$ cat config.mk
export PLATFORM = sky130hd
export DESIGN_NAME = ipc_msg_queue
export DESIGN_NICKNAME = d
export VERILOG_FILES = /design/src/rtl/ipc_mq_pkg.sv /design/src/rtl/ipc_mq_ring.sv /design/src/rtl/ipc_mq_flags.sv /design/src/rtl/ipc_msg_queue.sv
export SDC_FILE = /design/constraint.sdc
export NUM_CORES = 2
export LEC_CHECK = 0
export BUFFER_PORTS_ARGS = -buffer_cell sky130_fd_sc_hd__buf_2
export CAP_MARGIN = 15
export CORE_ASPECT_RATIO = 1.5
export CORE_MARGIN = 2
export CORE_UTILIZATION = 40
export CTS_CLUSTER_DIAMETER = 150
export CTS_CLUSTER_SIZE = 16
export DETAILED_ROUTE_END_ITERATION = 8
export SYNTH_ARGS = -nofsm -noshare
export SYNTH_HDL_FRONTEND = slang
export SYNTH_HIERARCHICAL = 1
export SYNTH_SLANG_ARGS = --single-unit
$ cat constraint.sdc
create_clock -name clk -period 7.65 [get_ports clk]
set_input_delay 0.3825 -clock clk [delete_from_list [all_inputs] [get_ports clk]]
set_output_delay 0.3825 -clock clk [all_outputs]
set_load 0.05 [all_outputs]
$ cat src/rtl/ipc_mq_pkg.sv
package ipc_mq_pkg;

  localparam int DATA_W    = 32;
  localparam int ID_W      = 6;
  localparam int ADDR_W    = 5;
  localparam int BANK_W    = 32;
  localparam int NFLAG     = 2 ** ID_W;
  localparam int N_BANK    = NFLAG / BANK_W;
  localparam int EMPTY_BIT = NFLAG - 1;

  localparam logic [ADDR_W-1:0] OFS_PUSH = 5'h00;
  localparam logic [ADDR_W-1:0] OFS_POP  = 5'h04;
  localparam logic [ADDR_W-1:0] OFS_FLAG = 5'h10;

  localparam logic [ID_W-1:0] ID_RSVD = '1;

  // Byte offset of flag bank b (banks are consecutive 32-bit words).
  function automatic logic [ADDR_W-1:0] bank_ofs(int b);
    return OFS_FLAG + ADDR_W'(4 * b);
  endfunction

  function automatic logic [ID_W-1:0] sender_of(logic [DATA_W-1:0] w);
    return w[ID_W-1:0];
  endfunction

  function automatic logic [DATA_W-1:0] strip_id(logic [DATA_W-1:0] w);
    return {w[DATA_W-1:ID_W], {ID_W{1'b0}}};
  endfunction

  // One-hot overflow flag for a sender; the reserved ID maps to nothing.
  function automatic logic [NFLAG-1:0] onehot_flag(logic [ID_W-1:0] id);
    logic [NFLAG-1:0] v;
    v = '0;
    if (id != ID_RSVD) v[id] = 1'b1;
    return v;
  endfunction

endpackage

$ cat src/rtl/ipc_mq_ring.sv
module ipc_mq_ring #(
  parameter int DEPTH  = 128,
  parameter int DATA_W = 32,
  localparam int PW    = (DEPTH > 1) ? $clog2(DEPTH) : 1,
  localparam int LW    = $clog2(DEPTH + 1)
) (
  input  logic              clk,
  input  logic              rst_n,
  input  logic              push,
  input  logic [DATA_W-1:0] push_data,
  input  logic              pop,
  output logic [DATA_W-1:0] head_data,
  output logic [LW-1:0]     level,
  output logic              empty,
  output logic              full
);

  logic [DATA_W-1:0] mem [DEPTH];
  logic [PW-1:0]     wr_ptr;
  logic [PW-1:0]     rd_ptr;

  function automatic logic [PW-1:0] bump(logic [PW-1:0] p);
    return (p == PW'(DEPTH - 1)) ? '0 : p + PW'(1);
  endfunction

  always_ff @(posedge clk) begin
    if (push) mem[wr_ptr] <= push_data;
  end

  always_ff @(posedge clk or negedge rst_n) begin
    if (!rst_n) begin
      wr_ptr <= '0;
      rd_ptr <= '0;
      level  <= '0;
    end else begin
      if (push) wr_ptr <= bump(wr_ptr);
      if (pop)  rd_ptr <= bump(rd_ptr);
      unique case ({push, pop})
        2'b10:   level <= level + LW'(1);
        2'b01:   level <= level - LW'(1);
        default: level <= level;
      endcase
    end
  end

  assign head_data = mem[rd_ptr];
  assign empty     = (level == '0);
  assign full      = (level == LW'(DEPTH));

endmodule

$ cat src/rtl/ipc_mq_flags.sv
module ipc_mq_flags #(
  parameter int BANK_W = 32,
  parameter int N_BANK = 2,
  localparam int NF    = BANK_W * N_BANK
) (
  input  logic              clk,
  input  logic              rst_n,
  input  logic [NF-1:0]     set_vec,
  input  logic [N_BANK-1:0] clr_bank,
  input  logic [BANK_W-1:0] clr_mask,
  output logic [NF-1:0]     flags
);

  logic [NF-1:0] clr_vec;

  for (genvar b = 0; b < N_BANK; b++) begin : g_bank
    assign clr_vec[b*BANK_W +: BANK_W] = clr_bank[b] ? clr_mask : '0;
  end

  // Clear first, then set: a new event wins over a same-cycle clear.
  always_ff @(posedge clk or negedge rst_n) begin
    if (!rst_n) flags <= '0;
    else        flags <= (flags & ~clr_vec) | set_vec;
  end

endmodule

$ cat src/rtl/ipc_msg_queue.sv
module ipc_msg_queue
  import ipc_mq_pkg::*;
#(
  parameter int DEPTH = 128,
  localparam int LW   = $clog2(DEPTH + 1)
) (
  input  logic              clk,
  input  logic              rst_n,
  input  logic              mq_wr_en,
  input  logic [ADDR_W-1:0] mq_wr_addr,
  input  logic [DATA_W-1:0] mq_wr_data,
  input  logic              mq_rd_en,
  input  logic [ADDR_W-1:0] mq_rd_addr,
  output logic [DATA_W-1:0] mq_rd_data,
  output logic              mq_irq
);

  // Named internal events, brought out for the checker.
  logic              push_req, push_ok, push_drop;
  logic              pop_req, pop_ok, pop_empty;
  logic [ID_W-1:0]   drop_id;
  logic              empty, full;
  logic [LW-1:0]     level;
  logic [DATA_W-1:0] head_data;
  logic [NFLAG-1:0]  flags;
  logic [NFLAG-1:0]  set_vec;
  logic [N_BANK-1:0] clr_bank;

  assign push_req  = mq_wr_en && (mq_wr_addr == OFS_PUSH);
  assign push_ok   = push_req && !full;
  assign push_drop = push_req && full;
  assign drop_id   = sender_of(mq_wr_data);

  assign pop_req   = mq_rd_en && (mq_rd_addr == OFS_POP);
  assign pop_ok    = pop_req && !empty;
  assign pop_empty = pop_req && empty;

  assign set_vec = (push_drop ? onehot_flag(drop_id) : '0)
                 | (pop_empty ? (NFLAG'(1) << EMPTY_BIT) : '0);

  for (genvar b = 0; b < N_BANK; b++) begin : g_clr
    assign clr_bank[b] = mq_wr_en && (mq_wr_addr == bank_ofs(b));
  end

  ipc_mq_ring #(.DEPTH(DEPTH), .DATA_W(DATA_W)) u_ring (
    .clk       (clk),
    .rst_n     (rst_n),
    .push      (push_ok),
    .push_data (mq_wr_data),
    .pop       (pop_ok),
    .head_data (head_data),
    .level     (level),
    .empty     (empty),
    .full      (full)
  );

  ipc_mq_flags #(.BANK_W(BANK_W), .N_BANK(N_BANK)) u_flags (
    .clk      (clk),
    .rst_n    (rst_n),
    .set_vec  (set_vec),
    .clr_bank (clr_bank),
    .clr_mask (mq_wr_data),
    .flags    (flags)
  );

  always_comb begin
    mq_rd_data = '0;
    if (mq_rd_en) begin
      if (mq_rd_addr == OFS_POP) begin
        mq_rd_data = empty ? '1 : strip_id(head_data);
      end
      for (int b = 0; b < N_BANK; b++) begin
        if (mq_rd_addr == bank_ofs(b)) mq_rd_data = flags[b*BANK_W +: BANK_W];
      end
    end
  end

  assign mq_irq = !empty;

endmodule

==> results.json <==
{
  "status": "completed",
  "vias": 66400,
  "drive_gt1_frac": 0.204,
  "worst_hold_startpoint": "mq_wr_data[29]",
  "cp_slowest_cell": "dfrtp_4",
  "grt_pass1_wl_um": 527000,
  "place_hpwl_um": 225000,
  "grt_max_degree": 108,
  "worst_pin_slew_ps": 1320,
  "root_buffer": "clkbuf_16",
  "start_util": 0.402,
  "worstRegToRegCells": 13,
  "cts_tree": "done",
  "ff_latch_area_um2": 102000,
  "multi_input_area_um2": 29400,
  "drv_cap": 0,
  "leakage_uw": 0.0446,
  "vias_per_cell": 5.91,
  "clock_latency_ps": 940,
  "io-pin-count": 79,
  "r2r_end": "u_ring/level[7]$_DFFE_PN0P_",
  "die_h_um": 711,
  "yosysWarnings": 6,
  "post-route-period-util": 0.892,
  "dr.pass1.iters": 6,
  "power_density_nw_per_um2": 254,
  "io_buffer_count": 78,
  "synthesis.instances": 6575,
  "hold_slack_ps": 12.4,
  "timing.final.hold_violations": 0,
  "max_slew_margin": 0.115,
  "reg2reg_slack_ps": 3300,
  "wirelength_um": 378000,
  "critical_path.endpoint_type": "output pin",
  "drc": 0,
  "syn-num-nets": 6626,
  "finalSetupViolations": 0,
  "totalPowerFinal_uw": 37200,
  "rsz0062_at_grt": "no",
  "fp.dieW_um": 475,
  "fp.dieArea_um2": 338000,
  "fillers": 27900,
  "first_global_vias": 66800,
  "ctsHtreeMaxLevel": 4,
  "cts.path.max_buffers": 4,
  "path_delay_family": "compound AO/OA/AOI/OAI gates",
  "synth_area_um2": 133000,
  "holdPathEnd": "u_ring/mem[89][29]$_DFFE_PP_",
  "wl_per_cell_um": 33.6,
  "cp_data_required_time_ps": 7270,
  "final_cell_mix": "edfxtp_1 (3328), mux2i_1 (677), mux4_2 (624)",
  "synth_area_per_cell_um2": 20.3,
  "hold_depth": 1,
  "row_count": 259,
  "crit_chain": "buf_12 -> buf_12 -> mux4_2 -> mux2i_1 -> o21ai_0 -> a211oi_1 -> nor2_1 -> nor2_1 -> o22ai_1 -> o211a_1 -> buf_2",
  "startpoint_type": "register",
  "cts_made_buffers": 239,
  "cts_resized": 0,
  "coreArea_um2": 332000,
  "fmax_mhz": 147,
  "overflow": 0,
  "cp_max_fo": 85,
  "clock-sinks": 3414,
  "vdd_drop_max_v": 0.000188,
  "finalNetCount": 6761,
  "antenna_found_initial": 18,
  "track_usage": 0.221,
  "arrival_ps": 6440,
  "gp_congestion": 0.856,
  "ant_nets": 0,
  "drtIter0Drc": 7718,
  "clk_pin_slew_worst_paths_ps": 80,
  "clock-skew-final_ps": 75.2,
  "critical_path_buf_inv_count": 3,
  "slew_viol_final": 0,
  "crit_path_max_incr_delay_ps": 1070,
  "setup_tns_ps": 0,
  "area_growth_pct": 9.88,
  "hold_class": "input pin to register",
  "path_class": "register to output pin",
  "timing.rr.start": "u_ring/level[2]$_DFFE_PN0P_",
  "min_period_ps": 6820,
  "mostFrequentLayoutCell": "edfxtp_1"
}
## flip-flops by register name, indices dropped and copies added (netlist names)
| register | count |
|---|---|
| u_ring/wr_ptr | 7 |
| u_ring/level | 8 |
| u_flags/flags | 64 |
| u_ring/mem | 3328 |
| u_ring/rd_ptr | 7 |
## layout make-up
type | instances | share of cell area
Clock buffer | 308 | 0.0432
Multi-Input combinational cell | 2683 | 0.200
Timing Repair Buffer | 366 | 0.0204
Sequential cell | 3414 | 0.697
Antenna cell | 9 | 0.000154
Inverter | 6 | 0.000154
Tap cell | 4437 | 0.0379
Clock inverter | 5 | 0.000496
## power by group
part,internal [µW],leakage [µW],total (µW),switching [µW]
logic,1970,0.0104,4840,2870
clock network,5720,0.00311,11800,6050
registers,20500,0.0311,20600,98.5
## stage by stage
stage                     instance area [µm²]  utilization  std cells  setup WS, ps
after floorplan                        133000            -       6575          3410
after global placement                 140000        0.422      10900          1180
after detailed placement               140000        0.422      10900          1840
after CTS                              146000        0.442      11200           839
after global routing                   146000        0.442      11200           845
final                                  146000        0.442      11200           827
## repair_timing
| item | CTS | global route |
|---|---|---|
| hold buffers | 18 | 0 |
| setup buffers | 0 | 0 |
| hold endpoints to repair | 264 | 0 |
## worst max path at each step
stage                                      start                             to  slack (ps)  cells after the start
CTS                 u_ring/rd_ptr[0]$_DFFE_PN0P_                 mq_rd_data[22]         840                     11
floorplan                          mq_wr_addr[0]  u_ring/mem[100][10]$_DFFE_PP_        3410                      7
global route        u_ring/rd_ptr[0]$_DFFE_PN0P_                 mq_rd_data[22]         840                     11
finish              u_ring/rd_ptr[1]$_DFFE_PN0P_                 mq_rd_data[22]         830                     11
detailed placement  u_ring/rd_ptr[0]$_DFFE_PN0P_                 mq_rd_data[22]        1840                     11
global placement    u_ring/rd_ptr[0]$_DFFE_PN0P_                 mq_rd_data[21]        1180                     11
## routing by layer
metal | part of all wire | wire, µm | vias up | track usage
met3 | 0.054 | 20500 | 681 | 0.0235
met4 | 0.076 | 28800 | 8 | 0.140
met2 | 0.51 | 193000 | 2530 | 0.380
li1 | - | - | 27100 | -
met1 | 0.36 | 135000 | 36100 | 0.264
met5 | 0.00017 | 64 | - | 0
Note: power is estimated with default switching activity, not from simulation.
